===== src/rtl/pwm_irq_pkg.sv =====
package pwm_irq_pkg;

    localparam int REG_W   = 8;
    localparam int FLAG_N  = 4;
    localparam int RAMP_W  = 2;

    // Flag slots in the internal vector
    typedef enum logic [1:0] {
        FL_EOC  = 2'd0,
        FL_EVA  = 2'd1,
        FL_EVB  = 2'd2,
        FL_SYNC = 2'd3
    } flag_e;

    typedef struct packed {
        logic eoc;
        logic eva;
        logic evb;
        logic upd;
        logic pred_run;
    } strobe_t;

    // Bit position of each flag in the software-visible word
    function automatic int flag_pos(input int idx);
        case (idx)
            0:       return 0;
            1:       return 3;
            2:       return 4;
            default: return 5;
        endcase
    endfunction

    function automatic logic [REG_W-1:0] pack_word(input logic [FLAG_N-1:0] f,
                                                  input logic [RAMP_W-1:0] r);
        logic [REG_W-1:0] w;
        w = '0;
        for (int i = 0; i < FLAG_N; i++) w[flag_pos(i)] = f[i];
        w[2:1] = r;
        return w;
    endfunction

    function automatic logic [FLAG_N-1:0] unpack_flags(input logic [REG_W-1:0] w);
        logic [FLAG_N-1:0] f;
        for (int i = 0; i < FLAG_N; i++) f[i] = w[flag_pos(i)];
        return f;
    endfunction

endpackage


===== src/rtl/pwm_irq_flag.sv =====
module pwm_irq_flag (
    input  logic clk,
    input  logic rst,
    input  logic set_i,
    input  logic clr_i,
    output logic q_o
);
    always_ff @(posedge clk) begin
        if (rst)        q_o <= 1'b0;
        else if (set_i) q_o <= 1'b1;
        else if (clr_i) q_o <= 1'b0;
    end

    assert_set_wins_R8: assert property (@(posedge clk) disable iff (rst)
        set_i |=> q_o);
    assert_w1c_clears_R7: assert property (@(posedge clk) disable iff (rst)
        (clr_i && !set_i) |=> !q_o);
    assert_sticky_R7: assert property (@(posedge clk) disable iff (rst)
        (!set_i && !clr_i) |=> $stable(q_o));
endmodule


===== src/rtl/pwm_irq_ramp.sv =====
module pwm_irq_ramp #(
    parameter int RW = 2
) (
    input  logic          clk,
    input  logic          rst,
    input  logic          cap_i,
    input  logic [RW-1:0] ramp_i,
    output logic [RW-1:0] ramp_o
);
    always_ff @(posedge clk) begin
        if (rst)        ramp_o <= '0;
        else if (cap_i) ramp_o <= ramp_i;
    end

    assert_ramp_hold_R5: assert property (@(posedge clk) disable iff (rst)
        !cap_i |=> $stable(ramp_o));
    assert_ramp_cap_R4: assert property (@(posedge clk) disable iff (rst)
        cap_i |=> (ramp_o == $past(ramp_i)));
endmodule


===== src/rtl/pwm_irq_sync.sv =====
module pwm_irq_sync (
    input  logic clk,
    input  logic rst,
    input  logic auto_run_i,
    input  logic upd_i,
    input  logic pred_i,
    output logic err_o
);
    // Mismatch inside the single-cycle window counts as an error
    always_comb err_o = auto_run_i && (upd_i != pred_i);

    assert_no_err_manual_R6: assert property (@(posedge clk) disable iff (rst)
        !auto_run_i |-> !err_o);
    assert_match_ok_R6: assert property (@(posedge clk) disable iff (rst)
        (upd_i == pred_i) |-> !err_o);
endmodule


===== src/rtl/pwm_irq_status.sv =====
module pwm_irq_status
    import pwm_irq_pkg::*;
(
    input  logic             clk,
    input  logic             rst,
    input  logic             auto_run,
    input  logic             eoc_stb,
    input  logic             eva_stb,
    input  logic             evb_stb,
    input  logic             upd_stb,
    input  logic             pred_run_stb,
    input  logic [RAMP_W-1:0] ramp_idx,
    input  logic             reg_sel,
    input  logic             reg_wr,
    input  logic [REG_W-1:0] reg_wdata,
    output logic [REG_W-1:0] reg_rdata,
    output logic             irq
);
    strobe_t             stb;
    logic                sync_err;
    logic [FLAG_N-1:0]   set_vec;
    logic [FLAG_N-1:0]   clr_vec;
    logic [FLAG_N-1:0]   flags;
    logic [FLAG_N-1:0]   en_q;
    logic [RAMP_W-1:0]   ramp_q;
    logic [REG_W-1:0]    status_word;

    always_comb begin
        stb.eoc      = eoc_stb;
        stb.eva      = eva_stb;
        stb.evb      = evb_stb;
        stb.upd      = upd_stb;
        stb.pred_run = pred_run_stb;
    end

    pwm_irq_sync u_sync (
        .clk(clk), .rst(rst), .auto_run_i(auto_run),
        .upd_i(stb.upd), .pred_i(stb.pred_run), .err_o(sync_err)
    );

    always_comb begin
        set_vec          = '0;
        set_vec[FL_EOC]  = stb.eoc;
        set_vec[FL_EVA]  = stb.eva;
        set_vec[FL_EVB]  = stb.evb;
        set_vec[FL_SYNC] = sync_err;
        clr_vec = (reg_wr && !reg_sel) ? unpack_flags(reg_wdata) : '0;
    end

    for (genvar i = 0; i < FLAG_N; i++) begin : g_flag
        pwm_irq_flag u_flag (
            .clk(clk), .rst(rst),
            .set_i(set_vec[i]), .clr_i(clr_vec[i]), .q_o(flags[i])
        );
    end

    pwm_irq_ramp #(.RW(RAMP_W)) u_ramp (
        .clk(clk), .rst(rst),
        .cap_i(stb.eva | stb.evb), .ramp_i(ramp_idx), .ramp_o(ramp_q)
    );

    always_ff @(posedge clk) begin
        if (rst)                    en_q <= '0;
        else if (reg_wr && reg_sel) en_q <= unpack_flags(reg_wdata);
    end

    always_ff @(posedge clk) begin
        if (rst) irq <= 1'b0;
        else     irq <= |(flags & en_q);
    end

    always_comb begin
        status_word = pack_word(flags, ramp_q);
        reg_rdata   = reg_sel ? pack_word(en_q, '0) : status_word;
    end

    assert_irq_follows_R10: assert property (@(posedge clk) disable iff (rst)
        1'b1 |=> (irq == $past(|(flags & en_q))));
    assert_top_zero_R7: assert property (@(posedge clk) disable iff (rst)
        reg_rdata[7:6] == 2'b00);
    assert_eva_sets_R3: assert property (@(posedge clk) disable iff (rst)
        eva_stb |=> reg_rdata[3] || reg_sel);
    assert_eoc_sets_R2: assert property (@(posedge clk) disable iff (rst)
        eoc_stb |=> flags[FL_EOC]);
endmodule


===== config.mk =====
export PLATFORM = sky130hd
export DESIGN_NAME = pwm_irq_status
export DESIGN_NICKNAME = d
export VERILOG_FILES = /design/src/rtl/pwm_irq_pkg.sv /design/src/rtl/pwm_irq_flag.sv /design/src/rtl/pwm_irq_ramp.sv /design/src/rtl/pwm_irq_sync.sv /design/src/rtl/pwm_irq_status.sv
export SDC_FILE = /design/constraint.sdc
export NUM_CORES = 1
export LEC_CHECK = 0
export BUFFER_PORTS_ARGS = -buffer_cell sky130_fd_sc_hd__buf_4
export CORE_MARGIN = 2
export CORE_UTILIZATION = 30
export DETAILED_ROUTE_END_ITERATION = 12
export RECOVER_POWER = 25
export SLEW_MARGIN = 30
export SYNTH_ARGS = -nofsm -noshare
export SYNTH_HDL_FRONTEND = slang
export SYNTH_SLANG_ARGS = --single-unit
export TNS_END_PERCENT = 50

===== constraint.sdc =====
create_clock -name clk -period 2.6 [get_ports clk]
set_input_delay 0.52 -clock clk [delete_from_list [all_inputs] [get_ports clk]]
set_output_delay 0.52 -clock clk [all_outputs]
set_load 0.005 [all_outputs]

==> reports/results.tsv <==
metric	value	unit
status	finished clean	
Clock Skew	0.9873	ps
Syn-to-layout area delta	31.03	%
CP max stage delay	320	ps
critical path type	in2out	
PostCTS Resize Cnt	0	
Antenna Cells	0	
cts hold-fix bufs	0	
Post-route DRC	0	
Post-CTS Setup Inserts	0	
Reg clk slew, reported paths	70	ps
post-route clock period utilization	0.6578	
Seq/Total Area, Yosys	0.3793	
largest fanout on the critical path	18	
drt pass-1 iters	3	
Warnings, synthesis	0	
nets@finish	101	
vias in the first global route	450	
Netlist Area Pre-Place	580.6	sq um
Fmax	584.7	MHz
CP Cell Sequence	buf_4, mux2_4, buf_4	
Hold Crit Class	reg2reg	
Clock Latency Late Sink	260	ps
# H-tree levels	1	
unrepaired setup endpoints after global routing	no	
WP data required	2080	ps
initial antenna violation count	0	
Post-synth EDFFs	0	
crit end category	primary output	
Area contributors post-synth	dfxtp_1 38%, mux2_4 10%, a21bo_2 6.9%	
hold_ws	513.9	ps
Synth cell types	24	
grt ovf	0	
Vert. Die Dim	47.99	um
Initial Util	0.3291	
Num Clock Sinks	11	
max-slew violations	0	
Yosys reg bits	11	
commonest non-fill, non-tap cell in the layout	buf_4	
most frequent CP cell	buf_4	
setup tns final	0	ps
maximum VDD drop	0.3011	mV
commonest cells after routing, fill and taps aside	22 x buf_4, 11 x dfxtp_1, 7 x a21oi_1	
row count	15	
Power Dens Cells	486.8	mW/mm^2
Final Critical Period	1710	ps
CTS tree	yes	
Data arrival, critical path	1190	ps
placed cell area	734.5	sq um
CP delay by family, top	buffers and inverters	
Async SR Flop Fraction	0	
Synth Flop Type	dfxtp_1	
Placed Cells	101	
Final Hold Viols	0	
RePlAce Congestion	0.7014	
Initial DRC Count	7	
maxcap violations	0	
final antenna-violating net count	0	
routed wire length	1116	um
Die ar.	0.002303	sq mm
Avg WL per Cell	10.63	um
Static Leak	0.3361	nW
clock tree buffer depth	2	
total CTS buffers	3	
non-filler cells, final	105	
slowest stage cell, crit path	mux2_4	
Mean Syn Cell Area	9.840	sq um
gr usage total	0.1131	
vias per cell	4.667	
Synth area leader	dfxtp_1	
CTS root buffer	clkbuf_4	
share of layout cells above drive strength 1	0.4250	
Post-Synthesis Cells	59	
vias post-DR	490	
crit start category	input port	
design area	760.7	sq um
# port buffers	22	
die span in x	47.99	um
first-pass GRT wire length	1828	um
Design Power	0.0003703	W
CP bufs+invs	2	
largest net degree at the start of global routing	19	
final-report setup violation count	0	
share of the synthesized area in the top cell type	0.3793	
core area	0.001764	sq mm
Ports	29	
## metal layers
layer | vias to the layer above | global-route usage | wire, um
met5 | - | 0 | 0
met4 | 0 | 0 | 0
met3 | 0 | 0.06038 | 103
met2 | 21 | 0.1867 | 485
met1 | 216 | 0.1396 | 527
li1 | 253 | - | -
## flip-flops by register name, indices dropped and copies added (netlist names)
name               flops
g_flag.u_flag.q_o      4
u_ramp.ramp_o          2
en_q                   4
irq                    1
## where the power goes
part | leakage [nW] | switching, W | internal, W | total (W)
Clock | 0.0150 | 0.0000554 | 0.0000593 | 0.000115
Combinational | 0.230 | 0.0000269 | 0.0000433 | 0.0000702
Sequential | 0.0908 | 0.00000637 | 0.000179 | 0.000185
Total | 0.336 | 0.0000887 | 0.000282 | 0.000370
## cells by family (layout without fill, tap and decap cells)
group,Yosys count,after routing,synth area share
flops,11,11,0.3793
compound gates,16,16,0.1875
buf+inv,7,27,0.08618
other cells,1,2,0.006459
xor+xnor,1,1,0.01509
mux,4,4,0.1035
simple gates,19,19,0.2220
## synth_stat cells, types with 3 or more instances
cell and count:
nand3_1 4, nor2_1 3, dfxtp_1 11, a21bo_2 4, mux2_4 4, a21oi_1 7
## worst min-delay path, stage by stage (launching register included)
cell	delay, ps
dfxtp_1	330
nand2b_1	70
o32ai_1	70
## metrics by stage
stage	setup WS, ps	util
after floorplan	1024	-
after CTS	885.5	0.4312
after global routing	857.5	0.4312
after global placement	892.6	0.4163
after detailed placement	884.2	0.4163
final	889.7	0.4312
## worst paths after layout
kind | to | slack (ps) | cells after the start | from
setup / recovery | reg_rdata[3] | 890 | 3 | reg_sel
setup reg to reg | u_ramp.ramp_o[0] | 1750 | 2 | u_ramp.ramp_o[0]
hold / removal | g_flag[3].u_flag.q_o | 510 | 2 | g_flag[3].u_flag.q_o
hold reg to reg | g_flag[3].u_flag.q_o | 510 | 2 | g_flag[3].u_flag.q_o
## layout make-up
| type | instances | area (sq um) |
|---|---|---|
| inverters | 1 | 3.754 |
| multi-input cells | 42 | 314.1 |
| repair buffers | 22 | 165.2 |
| fillers | 199 | 1003 |
| well taps | 25 | 31.28 |
| clock buffers | 4 | 26.28 |
| flip-flops and latches | 11 | 220.2 |
(Power assumes the default switching activity.)
